### src/rtl/lerr_pkg.sv
package lerr_pkg;
  localparam int ADDR_W   = 4;
  localparam int DATA_W   = 8;
  localparam int STAT_W   = 4;
  localparam int CNT_W    = 2 * DATA_W;

  localparam logic [ADDR_W-1:0] A_CTRL   = 4'd1;
  localparam logic [ADDR_W-1:0] A_THR_LO = 4'd8;
  localparam logic [ADDR_W-1:0] A_THR_HI = 4'd9;
  localparam logic [ADDR_W-1:0] A_CNT_LO = 4'd10;
  localparam logic [ADDR_W-1:0] A_CNT_HI = 4'd11;
  localparam logic [ADDR_W-1:0] A_USTAT  = 4'd13;

  localparam int CTRL_PAR_EN = 3;
  localparam int CTRL_AUTO   = 5;
endpackage

### src/rtl/lerr_cfg_regs.sv
module lerr_cfg_regs
  import lerr_pkg::*;
#(
  parameter int NBYTES = CNT_W / DATA_W
) (
  input  logic                     clk_i,
  input  logic                     rst_ni,
  input  logic                     we_i,
  input  logic [ADDR_W-1:0]        addr_i,
  input  logic [DATA_W-1:0]        wdata_i,
  output logic [DATA_W-1:0]        ctrl_o,
  output logic [NBYTES*DATA_W-1:0] thr_o
);
  always_ff @(posedge clk_i or negedge rst_ni) begin
    if (!rst_ni)                        ctrl_o <= '0;
    else if (we_i && addr_i == A_CTRL)  ctrl_o <= wdata_i;
  end

  // threshold bytes sit at consecutive addresses, low byte first
  for (genvar b = 0; b < NBYTES; b++) begin : g_thr
    localparam logic [ADDR_W-1:0] BA = A_THR_LO + ADDR_W'(b);
    always_ff @(posedge clk_i or negedge rst_ni) begin
      if (!rst_ni)                  thr_o[b*DATA_W +: DATA_W] <= '0;
      else if (we_i && addr_i == BA) thr_o[b*DATA_W +: DATA_W] <= wdata_i;
    end
  end

  a_r12_ctrl_write: assert property (@(posedge clk_i) disable iff (!rst_ni)
    (we_i && addr_i == A_CTRL) |=> ctrl_o == $past(wdata_i));
endmodule

### src/rtl/lerr_uart_stat.sv
module lerr_uart_stat
  import lerr_pkg::*;
(
  input  logic              clk_i,
  input  logic              rst_ni,
  input  logic              cc_start_i,
  input  logic              cc_end_i,
  input  logic              frm_valid_i,
  input  logic [DATA_W-1:0] frm_data_i,
  input  logic              rd_clr_i,
  input  logic              auto_clr_i,
  output logic [STAT_W-1:0] stat_o
);
  logic wait_q;
  logic load;
  logic [STAT_W-1:0] base;

  assign load = frm_valid_i && wait_q;
  assign base = (rd_clr_i || auto_clr_i) ? '0 : stat_o;

  always_ff @(posedge clk_i or negedge rst_ni) begin
    if (!rst_ni)         wait_q <= 1'b0;
    else if (cc_end_i)   wait_q <= 1'b1;
    else if (cc_start_i || load) wait_q <= 1'b0;
  end

  always_ff @(posedge clk_i or negedge rst_ni) begin
    if (!rst_ni) stat_o <= '0;
    else         stat_o <= base | (load ? frm_data_i[STAT_W-1:0] : '0);
  end

  a_r4_clear_on_read: assert property (@(posedge clk_i) disable iff (!rst_ni)
    (rd_clr_i && !frm_valid_i) |=> stat_o == '0);
  a_r10_auto_clear: assert property (@(posedge clk_i) disable iff (!rst_ni)
    (auto_clr_i && !frm_valid_i) |=> stat_o == '0);
  a_r2_no_frame_no_set: assert property (@(posedge clk_i) disable iff (!rst_ni)
    !frm_valid_i |=> (stat_o & ~$past(stat_o)) == '0);
endmodule

### src/rtl/lerr_par_count.sv
module lerr_par_count
  import lerr_pkg::*;
(
  input  logic             clk_i,
  input  logic             rst_ni,
  input  logic             inc_i,
  input  logic             rd_clr_i,
  input  logic             auto_clr_i,
  input  logic             vid_start_i,
  input  logic [CNT_W-1:0] thr_i,
  output logic [CNT_W-1:0] cnt_o,
  output logic [DATA_W-1:0] hi_latch_o,
  output logic             alarm_o
);
  localparam logic [CNT_W-1:0] CNT_MAX = '1;

  logic [CNT_W-1:0] base, cnt_nx;
  logic             set_alarm;

  assign base      = (rd_clr_i || auto_clr_i) ? '0 : cnt_o;
  assign cnt_nx    = (inc_i && base != CNT_MAX) ? base + 1'b1 : base;
  assign set_alarm = inc_i && (cnt_nx >= thr_i);

  always_ff @(posedge clk_i or negedge rst_ni) begin
    if (!rst_ni) cnt_o <= '0;
    else         cnt_o <= cnt_nx;
  end

  always_ff @(posedge clk_i or negedge rst_ni) begin
    if (!rst_ni)       hi_latch_o <= '0;
    else if (rd_clr_i) hi_latch_o <= cnt_o[CNT_W-1 -: DATA_W];
  end

  // a new error outranks a clear in the same cycle
  always_ff @(posedge clk_i or negedge rst_ni) begin
    if (!rst_ni)                       alarm_o <= 1'b0;
    else if (set_alarm)                alarm_o <= 1'b1;
    else if (vid_start_i || auto_clr_i) alarm_o <= 1'b0;
  end

  a_r6_saturate: assert property (@(posedge clk_i) disable iff (!rst_ni)
    (cnt_o == CNT_MAX && !rd_clr_i && !auto_clr_i) |=> cnt_o == CNT_MAX);
  a_r5_step_one: assert property (@(posedge clk_i) disable iff (!rst_ni)
    (inc_i && !rd_clr_i && !auto_clr_i && cnt_o != CNT_MAX) |=> cnt_o == $past(cnt_o) + 1'b1);
  a_r5_hold: assert property (@(posedge clk_i) disable iff (!rst_ni)
    (!inc_i && !rd_clr_i && !auto_clr_i) |=> $stable(cnt_o));
  a_r8_vid_clears: assert property (@(posedge clk_i) disable iff (!rst_ni)
    (vid_start_i && !inc_i) |=> !alarm_o);
endmodule

### src/rtl/lerr_report.sv
module lerr_report
  import lerr_pkg::*;
(
  input  logic              clk_i,
  input  logic              rst_ni,
  input  logic              lock_i,
  input  logic              cc_start_i,
  input  logic              cc_end_i,
  input  logic              vid_start_i,
  input  logic              par_err_i,
  input  logic              prbs_err_i,
  input  logic              efrm_valid_i,
  input  logic [7:0]        efrm_data_i,
  input  logic              reg_we_i,
  input  logic              reg_re_i,
  input  logic [3:0]        reg_addr_i,
  input  logic [7:0]        reg_wdata_i,
  output logic [7:0]        reg_rdata_o,
  output logic              err_no
);
  logic [DATA_W-1:0] ctrl;
  logic [CNT_W-1:0]  thr, cnt;
  logic [DATA_W-1:0] hi_latch;
  logic [STAT_W-1:0] ustat;
  logic              alarm, auto_clr, rd_lo, rd_us, uart_cause;

  assign auto_clr = cc_end_i && ctrl[CTRL_AUTO];
  assign rd_lo    = reg_re_i && reg_addr_i == A_CNT_LO;
  assign rd_us    = reg_re_i && reg_addr_i == A_USTAT;

  lerr_cfg_regs u_cfg (
    .clk_i, .rst_ni,
    .we_i(reg_we_i), .addr_i(reg_addr_i), .wdata_i(reg_wdata_i),
    .ctrl_o(ctrl), .thr_o(thr)
  );

  lerr_uart_stat u_ust (
    .clk_i, .rst_ni,
    .cc_start_i, .cc_end_i,
    .frm_valid_i(efrm_valid_i), .frm_data_i(efrm_data_i),
    .rd_clr_i(rd_us), .auto_clr_i(auto_clr),
    .stat_o(ustat)
  );

  lerr_par_count u_par (
    .clk_i, .rst_ni,
    .inc_i(par_err_i && ctrl[CTRL_PAR_EN]),
    .rd_clr_i(rd_lo), .auto_clr_i(auto_clr), .vid_start_i,
    .thr_i(thr), .cnt_o(cnt), .hi_latch_o(hi_latch), .alarm_o(alarm)
  );

  always_ff @(posedge clk_i or negedge rst_ni) begin
    if (!rst_ni) reg_rdata_o <= '0;
    else if (reg_re_i) begin
      unique case (reg_addr_i)
        A_CTRL:   reg_rdata_o <= ctrl;
        A_THR_LO: reg_rdata_o <= thr[DATA_W-1:0];
        A_THR_HI: reg_rdata_o <= thr[CNT_W-1 -: DATA_W];
        A_CNT_LO: reg_rdata_o <= cnt[DATA_W-1:0];
        A_CNT_HI: reg_rdata_o <= hi_latch;
        A_USTAT:  reg_rdata_o <= {{(DATA_W-STAT_W){1'b0}}, ustat};
        default:  reg_rdata_o <= '0;
      endcase
    end
  end

  assign uart_cause = lock_i && (ustat != '0);
  assign err_no     = !(uart_cause || alarm || prbs_err_i);

  a_r3_lock_gate: assert property (@(posedge clk_i) disable iff (!rst_ni)
    (!lock_i && !alarm && !prbs_err_i) |-> err_no);
  a_r11_prbs_low: assert property (@(posedge clk_i) disable iff (!rst_ni)
    prbs_err_i |-> !err_no);
  a_r8_alarm_low: assert property (@(posedge clk_i) disable iff (!rst_ni)
    alarm |-> !err_no);
  a_r12_unmapped_zero: assert property (@(posedge clk_i) disable iff (!rst_ni)
    (reg_re_i && reg_addr_i == 4'd3) |=> reg_rdata_o == '0);
endmodule

### config.mk
export PLATFORM = sky130hd
export DESIGN_NAME = lerr_report
export DESIGN_NICKNAME = d
export VERILOG_FILES = /design/src/rtl/lerr_pkg.sv /design/src/rtl/lerr_cfg_regs.sv /design/src/rtl/lerr_uart_stat.sv /design/src/rtl/lerr_par_count.sv /design/src/rtl/lerr_report.sv
export SDC_FILE = /design/constraint.sdc
export NUM_CORES = 1
export LEC_CHECK = 0
export ABC_AREA = 0
export BUFFER_PORTS_ARGS = -buffer_cell sky130_fd_sc_hd__buf_2
export CORE_ASPECT_RATIO = 0.9
export CORE_MARGIN = 10
export CORE_UTILIZATION = 40
export CTS_CLUSTER_DIAMETER = 100
export CTS_CLUSTER_SIZE = 24
export DETAILED_ROUTE_END_ITERATION = 8
export GPL_TIMING_DRIVEN = 0
export MAX_ROUTING_LAYER = met4
export SYNTH_ARGS = -nofsm -noshare
export SYNTH_HDL_FRONTEND = slang
export SYNTH_SLANG_ARGS = --single-unit
### constraint.sdc
create_clock -name clk_i -period 4.35 [get_ports clk_i]
set_input_delay 0.87 -clock clk_i [delete_from_list [all_inputs] [get_ports clk_i]]
set_output_delay 0.87 -clock clk_i [all_outputs]
set_load 0.005 [all_outputs]
**Word-level counts from Yosys, hierarchy flattened**

Cells that the tools add are included.

- Register bits: 62
- Input port bits: 31
- Output and inout bits: 9
- Logic and storage cells: 49

- $add $sub $neg: 1
- Order comparisons: 1
- Equal/unequal tests: 7
- Muxes and demuxes: 9
- Bitwise logic cells: 1
- Reductions and logical operators: 21

Operators with widths:

| operator | number |
|---|---|
| 8-bit one-hot mux with 6 select lines | 1 |
| 16-bit two-way mux | 2 |
| 4-bit equality test, second input constant | 5 |
| 16-bit by 1-bit adder with 16-bit output, second input constant | 1 |
| 16-bit >= comparator | 1 |
| 16-bit inequality test, second input constant | 1 |
| 1-bit logical AND | 11 |
| 4-bit two-way mux | 2 |
| 1-bit logical OR | 6 |
| 4-bit by 1-bit equality test with 1-bit output, second input constant | 1 |
| 1-bit two-way mux | 4 |
| 4-bit OR | 1 |
| 2-bit nonzero test | 2 |
| 4-bit nonzero test | 1 |
| 1-bit zero test | 1 |

**Logic depth before layout (Yosys ltp)**

Gate-level depths: netlist (run 1).

- Word-level depth: 10
- Gate-level depth with buffers: 18
- Mapped depth without buffers: 16

**By module**

Synthesis (run 1) repeated with hierarchy kept, for this count alone.

- Cells, all modules: 332
- Area total of the unflattened synthesis: 3,604.7 um2

By module, submodules not included:

| module | times used | cells an instance | area each (um2) | sequential area each (um2) |
|---|---|---|---|---|
| lerr_par_count | 1 | 177 | 1,697.9 | 625.6 |
| lerr_cfg_regs | 1 | 53 | 930.9 | 600.6 |
| lerr_report | 1 | 90 | 793.3 | 200.2 |
| lerr_uart_stat | 1 | 12 | 182.7 | 125.1 |

**Worst setup path after synthesis (run 1)**

Ideal clock, no wire load.

- Kind: input port to flip-flop
- Start point: in reg_addr_i[2]
- End point: reg u_par.alarm_o
- Setup time: 0.126 ns
- Data arrival time: 3.923 ns
- Data required time: 4.224 ns
- Setup slack: 0.301 ns
- Stages on the path: 18
- Path buffers: 2
- Path through: buf_4 nor3b_2 a31oi_1 buf_2 nand2_1 inv_1 ha_1 nand3_1 nor4_4 nor2_2 a22o_1 or2_1 ha_1 nor2_1 a21oi_1 nor3_1 o21ai_0 a221o_1

- Word-level cells in the longest chain between the ends: 10
- Elaborated cells between the ends (all ways): 12
- Classes of those cells: add/sub (1); order compare (1); eq/ne (2); mux (3); reduce/logical (5)

Ends and longest elaborated chain:

| element | RTL line | RTL |
|---|---|---|
| from (decl) | lerr_report.sv:16 | `input logic [3:0] reg_addr_i,` |
| 4-bit equality test (*) | lerr_report.sv:28 | `assign rd_lo = reg_re_i && reg_addr_i == A_CNT_LO;` |
| 1-bit logical AND (*) | lerr_report.sv:28 |  |
| 1-bit logical OR (*) | lerr_par_count.sv:20 | `assign base = (rd_clr_i \|\| auto_clr_i) ? '0 : cnt_o;` |
| 16-bit two-way mux (*) | lerr_par_count.sv:20 |  |
| parallel branches: the longest is 2 deep, another holds 16-bit by 1-bit adder with 16-bit output | -- |  |
| 16-bit two-way mux (*) | lerr_par_count.sv:21 | `assign cnt_nx = (inc_i && base != CNT_MAX) ? base + 1'b1 : base;` |
| 16-bit >= comparator (*) | lerr_par_count.sv:22 | `assign set_alarm = inc_i && (cnt_nx >= thr_i);` |
| 1-bit logical AND (*) | lerr_par_count.sv:22 |  |
| 1-bit two-way mux or 2-bit nonzero test (tied branches) | -- |  |
| to (signal assigned) | lerr_par_count.sv:36 | `if (!rst_ni) alarm_o <= 1'b0;` |
| to (signal assigned) | lerr_par_count.sv:37 | `else if (set_alarm) alarm_o <= 1'b1;` |
| to (signal assigned) | lerr_par_count.sv:38 | `else if (vid_start_i \|\| auto_clr_i) alarm_o <= 1'b0;` |
| to (decl) | lerr_par_count.sv:13 | `output logic alarm_o` |

Every way passes the cells marked *.
A chain may end at the register's enable or synchronous reset.

**Final worst setup path (run 1)**

- Start point: in reg_addr_i[3]
- End point: reg u_par.alarm_o

Same word-level chain as after synthesis.

==> results.cfg, run 1 <==
[pwr]
p_leak_uw = 0.00186
powerDensity_nw_per_um2 = 394
p_int_uw = 1070
p_clk_share_pct = 34.6
switchingPower_uw = 470
power_frac_comb_pct = 18.5
p_seq_share_pct = 46.9
swShare_pct = 30.5
vdd_drop_max_v = 0.000248

[synthesis]
synth-seq-cells = 62
ys_warn_count = 0
synth_cell_type_count = 51
synthSimpleGateAreaFrac_pct = 13.8
synth-edff-count = 0
async_flop_share_pct = 100
synth_fp_nets = 351
synth.avg_cell_area_um2 = 11.1
synth_xor_xnor_area_share_pct = 2.35
synth_fa_ha_area_share_pct = 6.35
synth-main-ff-cell = dfrtp_1
syn_inst = 303
syn_area_um2 = 3350
synth-compound-area-share_pct = 12.4
ys_seq_area_share_pct = 46.3
synth_mux_area_share_pct = 14.9
synth_top_family_by_area = multiplexers

[global_route]
grtUsageTotal_pct = 13.9
globalRouteOverflowTotal = 0
grt_max_degree = 40
antenna_found_initial = 0
grt_pass1_wl_um = 13000
grt_pass1_vias = 2476

[outcome]
status = completed

[final_layout]
area_delta_synth_final_pct = 17.0
mostFrequentLayoutCells = dfrtp_1, buf_2, mux2_2
drive_gt1_share_pct = 28.7
stdcell_area_um2 = 3920
layoutNonFillerInstCount = 455
layout_commonest_cell = dfrtp_1
finish.utilization_pct = 48.3
fin_nets = 399
antenna_cells = 0

[place]
gp_congestion = 0.794
hpwl_um = 6250
portBuffers = 34
placed_cell_area_um2 = 3690
dp.cells = 438

[detailed_routing]
wl_met1_um = 3990
drcViolationCount = 0
top_layer_used = met4
drt_wl_total_um = 8160
routed-wl-met2_um = 3590
drt_iter0_drc = 104
first_pass_iters = 4
ant_nets = 0
wl_met3_um = 517
wl_per_cell_um = 17.9
num_vias = 2491
viasPerCell = 5.47

[setup_path]
critPathMaxFanout = 10
r2r_cells = 17
arrival_ns = 4.38
criticalPathCategory = in -> reg
worst_ep_required_time_ns = 4.58
crit_path_end_kind = flop
setup.worst_path.start_class = input port

[clock_network]
cts_root_buf = clkbuf_8
cts.sinks = 62
cts_tree = built
cts_buffers = 9
path_clk_slew_ns = 0.08
clk_latency_ns = 0.35
cts_hold_buf = 0
cts_buffer_depth = 2
htreeDepth = 3

[floorplanning]
io_pins = 40
rows = 31
coreArea_um2 = 8110
die_area_um2 = 12400
initial_core_util_pct = 41.3
die_x_um = 116
die_y_um = 107

[timing]
min_period_ns = 4.15
clock_skew_ns = 0.0117
whs_ns = 0.293
finalHoldViolCount = 0
setup_violations = 0
maxSlewViolCount = 0
period_share_pct = 95.4
rsz0062_at_grt = false
clock.fmax_mhz = 241
worst_pin_slew_ns = 0.763
max_slew_margin_pct = 48.8
setup_tns_ns = 0

[job]
drv_cap = 0

[hold_path]
min_path_type = in -> async
## per-layer routing
| metal | up-vias | global-route usage, % |
|---|---|---|
| li1 | 1219 | - |
| met1 | 1210 | 18.2 |
| met2 | 55 | 20.3 |
| met3 | 7 | 4.35 |
| met4 | 0 | 3.75 |
| met5 | - | - |
## through the flow
stage / setup WS, ns / total power (µW)
floorplan: 0.301 / 907
global placement: -0.449 / 1000
detailed placement: -0.427 / 1020
CTS: 0.0553 / 1560
global route: 0.0308 / 1630
finish: 0.200 / 1540
## final cells by class
cell class	instances	area, µm²
clock buffer	10	138
inverter	26	97.6
sequential	62	1550
buffer	6	31.3
tap	99	124
clock inverter	6	70.1
timing repair buffer	37	225
fill	739	4190
multi-input combinational	209	1680
## state kept, by name, summed over array words and instances, names as in the netlist
name and cells:
u_ust.stat_o 4, u_par.hi_latch_o 8, u_par.alarm_o 1, u_cfg.ctrl_o 8, reg_rdata_o 8, u_ust.wait_q 1, u_cfg.thr_o 16, u_par.cnt_o 16
## cells in the mapped netlist, types with 2 or more instances
master / n / area, µm²
dfrtp_1: 62 / 1550
mux2_2: 32 / 360
inv_1: 26 / 97.6
nand2_1: 18 / 67.6
ha_1: 17 / 213
nor2_1: 15 / 56.3
mux2i_1: 14 / 140
o22ai_1: 12 / 75.1
a21oi_1: 8 / 40.0
a221oi_1: 8 / 70.1
nand3_1: 7 / 35.0
nand4_1: 6 / 37.5
xor2_1: 5 / 43.8
a32o_1: 4 / 40.0
and2_1: 4 / 25.0
buf_2: 4 / 20.0
nand2b_1: 4 / 25.0
nor3_1: 4 / 20.0
o21ai_0: 4 / 20.0
o2bb2ai_1: 4 / 35.0
xnor2_1: 4 / 35.0
and3_1: 3 / 18.8
a211oi_1: 2 / 15.0
a31oi_1: 2 / 12.5
a41oi_1: 2 / 17.5
nand2_2: 2 / 12.5
nand4_2: 2 / 25.0
nor2b_1: 2 / 12.5
nor3_2: 2 / 20.0
nor3b_1: 2 / 15.0
o211ai_1: 2 / 15.0
## power groups by stage
stage / clock network [µW] / logic (µW) / registers, µW
after floorplan: 0 / 202 / 706
after global placement: 0 / 273 / 731
after detailed placement: 0 / 285 / 734
after CTS: 546 / 289 / 722
after global routing: 572 / 325 / 733
final: 533 / 286 / 723
## worst paths after layout
| check | startpoint | to | slack [ns] |
|---|---|---|---|
| hold / removal | rst_ni | reg_rdata_o[1]$_DFFE_PN0P_ | 0.29 |
| setup reg to reg | u_cfg.ctrl_o[5]$_DFFE_PN0P_ | u_par.alarm_o$_DFFE_PN0P_ | 0.42 |
| min in group clk_i | u_cfg.ctrl_o[6]$_DFFE_PN0P_ | u_cfg.ctrl_o[6]$_DFFE_PN0P_ | 0.52 |
| setup / recovery | reg_addr_i[3] | u_par.alarm_o$_DFFE_PN0P_ | 0.20 |
| hold reg to reg | u_cfg.ctrl_o[6]$_DFFE_PN0P_ | u_cfg.ctrl_o[6]$_DFFE_PN0P_ | 0.52 |
| max in group asynchronous | rst_ni | u_cfg.thr_o[15]$_DFFE_PN0P_ | 3.46 |
## critical path, stage by stage
cell and delay, ns:
buf_2 0.14, nor3b_2 0.18, a31oi_2 0.34, buf_2 0.29, nand2_1 0.10, inv_1 0.06
ha_1 0.21, nand3_1 0.20, nor4_4 0.28, nor2_2 0.08, a22o_1 0.21, or2_1 0.25
ha_1 0.27, nor2_1 0.10, a21oi_1 0.07, nor3_1 0.16, o21ai_0 0.17, a221o_1 0.38
## cell families after synthesis
kind of cell / Yosys count
AND/OR/NAND/NOR: 80
flip-flops: 62
AO/OA/AOI/OAI: 57
multiplexers: 46
buffers and inverters: 32
adder cells (fa/ha/maj): 17
XOR/XNOR: 9
## what timing repair did
item | in CTS | in global routing
gates resized for setup | 1 | 1
hold endpoints to repair | 0 | 0
buffers inserted | 0 | 1
pin swaps | 0 | 1
endpoints found under the setup margin | 1 | 1
Power figures use the tool's default switching activity.
==> run 2: changes to the inputs <==
RECOVER_POWER = 25   (was default)
==> run 2 against run 1 <==
Against the previous run: the run now ends with max-capacitance violations, max-slew violations left; non-clock buffer count did not move; final cell count is the same; worst setup slack unchanged; clock skew stayed put; final area fell by 0.45%; critical path depth unchanged; via count about the same; utilization decreased by 0.22 points; sequential power about the same; total power down 0.12%; largest power group unchanged.
==> results.cfg, run 2 (same netlist as run 1, synthesis figures left out) <==
[outcome]
status = finished, violations left
violations = max-capacitance violations, max-slew violations

[setup_path]
setup.worst_path.start_class = input port
criticalPathCategory = in -> reg
critPathMaxStageDelay_ns = 0.38
worst_ep_required_time_ns = 4.58
path_cells = buf_2 > nor3b_2 > a31oi_2 > buf_2 > nand2_1 > inv_1 > ha_1 > nand3_1 > nor4_4 > nor2_2 > a22o_1 > or2_1 > ha_1 > nor2_1 > a21oi_1 > nor3_1 > o21ai_0 > a221o_1
r2r_cells = 17
crit_path_end_kind = flop
critPathMaxFanout = 10
arrival_ns = 4.38
slowest_stage = a221o_1

[floorplanning]
die_area_um2 = 12400
initial_core_util_pct = 41.3
die_y_um = 107
die_x_um = 116
io_pins = 40
coreArea_um2 = 8110
rows = 31

[timing]
clock_skew_ns = 0.0117
clock.fmax_mhz = 241
setup_violations = 0
period_share_pct = 95.4
finalHoldViolCount = 0
min_period_ns = 4.15
maxSlewViolCount = 39
max_slew_margin_pct = -47.5
whs_ns = 0.271
rsz0062_at_grt = false
worst_pin_slew_ns = 2.21

[pwr]
p_seq_share_pct = 46.9
p_leak_uw = 0.00185
finalPower_uw = 1540
switchingPower_uw = 470
p_clk_share_pct = 34.6
p_int_uw = 1070
swShare_pct = 30.5
powerDensity_nw_per_um2 = 395
vdd_drop_max_v = 0.000248
power_frac_comb_pct = 18.4

[clock_network]
cts_root_buf = clkbuf_8
htreeDepth = 3
path_clk_slew_ns = 0.08
cts_buffer_depth = 2
cts_buffers = 9
cts_hold_buf = 0
cts_tree = built
cts.sinks = 62
clk_latency_ns = 0.35

[final_layout]
fin_nets = 399
top_regs = u_cfg.thr_o x16, u_par.cnt_o x16
n_fill_cell = 743
drive_gt1_share_pct = 28.1
antenna_cells = 0
mostFrequentLayoutCells = dfrtp_1, buf_2, mux2_2
layoutNonFillerInstCount = 455
layout_commonest_cell = dfrtp_1
stdcell_area_um2 = 3900
area_delta_synth_final_pct = 16.4

[detailed_routing]
viasPerCell = 5.47
wl_met1_um = 3980
first_pass_iters = 4
ant_nets = 0
drt_iter0_drc = 104
top_layer_used = met4
routed-wl-met2_um = 3590
drt_wl_total_um = 8150
wl_met3_um = 520
wl_per_cell_um = 17.9
num_vias = 2490
drcViolationCount = 0

[place]
hpwl_um = 6250
dp.cells = 438
placed_cell_area_um2 = 3690
portBuffers = 34
gp_congestion = 0.794

[global_route]
grtUsageTotal_pct = 13.9
grt_max_degree = 40
antenna_found_initial = 0
grt_pass1_vias = 2476
globalRouteOverflowTotal = 0
grt_pass1_wl_um = 13000

[hold_path]
min_path_type = in -> async

[job]
drv_cap = 1
run 2: final timing paths:
kind	startpoint	end	slack, ns
max	reg_addr_i[3]	u_par.alarm_o$_DFFE_PN0P_	0.20
min	rst_ni	reg_rdata_o[1]$_DFFE_PN0P_	0.27
max reg2reg	u_cfg.ctrl_o[5]$_DFFE_PN0P_	u_par.alarm_o$_DFFE_PN0P_	0.42
min reg2reg	u_cfg.ctrl_o[6]$_DFFE_PN0P_	u_cfg.ctrl_o[6]$_DFFE_PN0P_	0.52
max in group asynchronous	rst_ni	u_cfg.thr_o[13]$_DFFE_PN0P_	1.79
min in group clk_i	u_cfg.ctrl_o[6]$_DFFE_PN0P_	u_cfg.ctrl_o[6]$_DFFE_PN0P_	0.52
run 2: power by group through the flow:
stage	Clock, µW	Combinational, µW	Sequential (µW)
floorplan	0	202	706
global placement	0	273	731
detailed placement	0	285	734
CTS	546	289	722
global route	572	323	733
finish	533	284	723
run 2: per-layer routing:
| metal | up-vias | track usage, % |
|---|---|---|
| met4 | 0 | 3.75 |
| met3 | 7 | 4.35 |
| li1 | 1219 | - |
| met5 | - | - |
| met1 | 1209 | 18.2 |
| met2 | 55 | 20.3 |
run 2: stage by stage:
stage / utilization [%] / setup TNS [ns] / worst slack (ns)
after CTS: 48.2 / 0 / 0.0553
after floorplan: - / 0 / 0.301
after global routing: 48.1 / 0 / 0.0308
after global placement: 44.9 / -0.449 / -0.449
after detailed placement: 45.5 / -0.427 / -0.427
final: 48.1 / 0 / 0.200
run 2: cell type report:
class / instances / area, µm² / share of cell area (%)
sequential: 62 / 1550 / 39.8
multi-input combinational: 209 / 1680 / 43.1
timing repair buffer: 37 / 208 / 5.33
clock buffer: 10 / 138 / 3.53
tap: 99 / 124 / 3.18
inverter: 26 / 97.6 / 2.50
clock inverter: 6 / 70.1 / 1.80
buffer: 6 / 31.3 / 0.802
run 2: worst max-delay path, delay by kind of cell:
family                     cells  cell delay, ns
adders and majority gates      2            0.48
AOI/OAI and AO/OA              5            1.17
buffers and inverters          3            0.49
and+or+nand+nor                8            1.35
run 2: timing repair:
action	4_1_cts	5_1_grt
resized for setup	1	1
buffers inserted	0	1
pin swaps	0	1
endpoints found under the setup margin	1	1
==> run 3: changes to the inputs <==
PLACE_DENSITY = 0.63   (was default)
==> run 3 against run 2 <==
Against the previous run: die area did not move; flip-flop and latch count is the same; the flow still finishes with violations (max-capacitance violations, max-slew violations); critical path depth unchanged; routed wire length is 1.2% lower; first-iteration DRC count up 21%; global-route usage rose by 0.23 points; sequential share of layout area barely moved.
==> results.cfg, run 3 (same netlist as run 1, synthesis figures left out) <==
[pwr]
p_leak_uw = 0.00185
power_frac_comb_pct = 18.0
p_int_uw = 1110
vdd_drop_max_v = 0.000192
p_clk_share_pct = 36.0
swShare_pct = 29.2
powerDensity_nw_per_um2 = 403
p_seq_share_pct = 46.0
switchingPower_uw = 458

[setup_path]
crit_path_end_kind = flop
reg2reg_slack_ns = 0.43
setup.worst_path.start_class = input port
criticalPathCategory = in -> reg
critPathMaxFanout = 10
r2r_cells = 17
worst_ep_required_time_ns = 4.57
arrival_ns = 4.35
r2r_start = u_cfg.ctrl_o[5]$_DFFE_PN0P_
r2r_end = u_par.alarm_o$_DFFE_PN0P_

[timing]
whs_ns = 0.515
period_share_pct = 95.0
rsz0062_at_grt = false
min_period_ns = 4.13
setup_violations = 0
finalHoldViolCount = 0
maxSlewViolCount = 63
clock_skew_ns = 0.0101
max_slew_margin_pct = -2.93
clock.fmax_mhz = 242
setup_ws_ns = 0.219
worst_pin_slew_ns = 1.54

[global_route]
grt_pass1_vias = 2629
antenna_found_initial = 0
globalRouteOverflowTotal = 0
grtUsageTotal_pct = 14.1
grt_pass1_wl_um = 13400
grt_max_degree = 63

[job]
drv_cap = 1

[final_layout]
top_regs = u_cfg.thr_o x16, u_par.cnt_o x16
area_delta_synth_final_pct = 16.3
fin_nets = 398
mostFrequentLayoutCells = dfrtp_1, buf_2, mux2_2
finish.utilization_pct = 48.0
drive_gt1_share_pct = 27.9
layout_commonest_cell = dfrtp_1
antenna_cells = 0

[outcome]
violations = max-capacitance violations, max-slew violations
status = finished, violations left

[detailed_routing]
num_vias = 2502
first_pass_iters = 4
drt_wl_total_um = 8050
drt_iter0_drc = 126
wl_per_cell_um = 17.7
viasPerCell = 5.51
drcViolationCount = 0
ant_nets = 0

[clock_network]
clk_latency_ns = 0.34
htreeDepth = 3
cts_buffers = 9
cts_hold_buf = 0
cts.sinks = 62
path_clk_slew_ns = 0.07
cts_root_buf = clkbuf_8
cts_buffer_depth = 2
cts_tree = built

[place]
gp_congestion = 0.810
portBuffers = 34
hpwl_um = 6130
place_ws_ns = -0.502

[hold_path]
hold_end = u_cfg.ctrl_o[1]$_DFFE_PN0P_
min_path_type = reg -> reg
hold_depth = 1
hp-start = u_cfg.ctrl_o[1]$_DFFE_PN0P_

[floorplanning]
die_x_um = 116
die_y_um = 107
coreArea_um2 = 8110
rows = 31
die_area_um2 = 12400
io_pins = 40
initial_core_util_pct = 41.3
==> run 3: worst max path at each step <==
stage | start | to | slack [ns] | cells past startpoint
4_1_cts | reg_addr_i[3] | u_par.alarm_o$_DFFE_PN0P_ | 0.05 | 18
5_1_grt | reg_addr_i[3] | u_par.alarm_o$_DFFE_PN0P_ | 0.01 | 18
2_1_floorplan | reg_addr_i[2] | u_par.alarm_o$_DFFE_PN0P_ | 0.30 | 18
6_report | reg_addr_i[3] | u_par.alarm_o$_DFFE_PN0P_ | 0.22 | 18
3_5_place_dp | reg_addr_i[3] | u_par.alarm_o$_DFFE_PN0P_ | -0.50 | 18
3_3_place_gp | reg_addr_i[3] | u_par.alarm_o$_DFFE_PN0P_ | -0.47 | 18
==> run 3: cell type report <==
cell class              count  area, µm²
plain buffers               6       33.8
clock buffers               9        124
clock inverters             7       97.6
fillers                   761       4210
inverters                  26       97.6
multi-input cells         209       1680
flip-flops and latches     62       1550
well taps                  99        124
repair buffers             36        184
==> run 3: critical path, cell delays in order <==
cell and delay (ns):
buf_2 0.14, nor3b_2 0.19, a31oi_4 0.26, buf_4 0.22
nand2_1 0.08, inv_1 0.06, ha_1 0.21, nand3_1 0.19
nor4_4 0.35, buf_4 0.19, nor3_1 0.07, xnor2_1 0.13
nor2_1 0.13, ha_1 0.26, a211o_1 0.29, nor3_1 0.11
o21ai_0 0.18, a221o_1 0.40
==> run 3: metal layers <==
metal	vias up	track usage (%)	share of wire, %
met5	-	-	0
met4	0	2.68	0.60
met3	4	4.46	6.1
met2	57	20.9	45
met1	1223	18.7	48
li1	1218	-	-
==> run 3: stage by stage <==
| stage | instances | setup TNS, ns | area (µm²) | total power (µW) |
|---|---|---|---|---|
| 6_report | 454 | 0 | 3890 | 1570 |
| 5_1_grt | 454 | 0 | 3890 | 1670 |
| 4_1_cts | 452 | 0 | 3870 | 1590 |
| 3_5_place_dp | 436 | -0.502 | 3640 | 1010 |
| 3_3_place_gp | 436 | -0.467 | 3640 | 1000 |
| 2_1_floorplan | 303 | 0 | 3350 | 907 |
==> run 3: power by group through the flow <==
stage               combinational (µW)  clock [µW]  sequential (µW)
detailed placement                 281           0              732
global route                       330         610              731
finish                             283         565              721
global placement                   271           0              729
CTS                                285         582              721
floorplan                          202           0              706
==> run 3: timing repair <==
item / in CTS / in global routing
cloned: 0 / 0
buffers inserted: 0 / 2
gates resized for setup: 1 / 3
endpoints found under the hold margin: 0 / 0
pin swaps: 1 / 1
endpoints found under the setup margin: 1 / 1
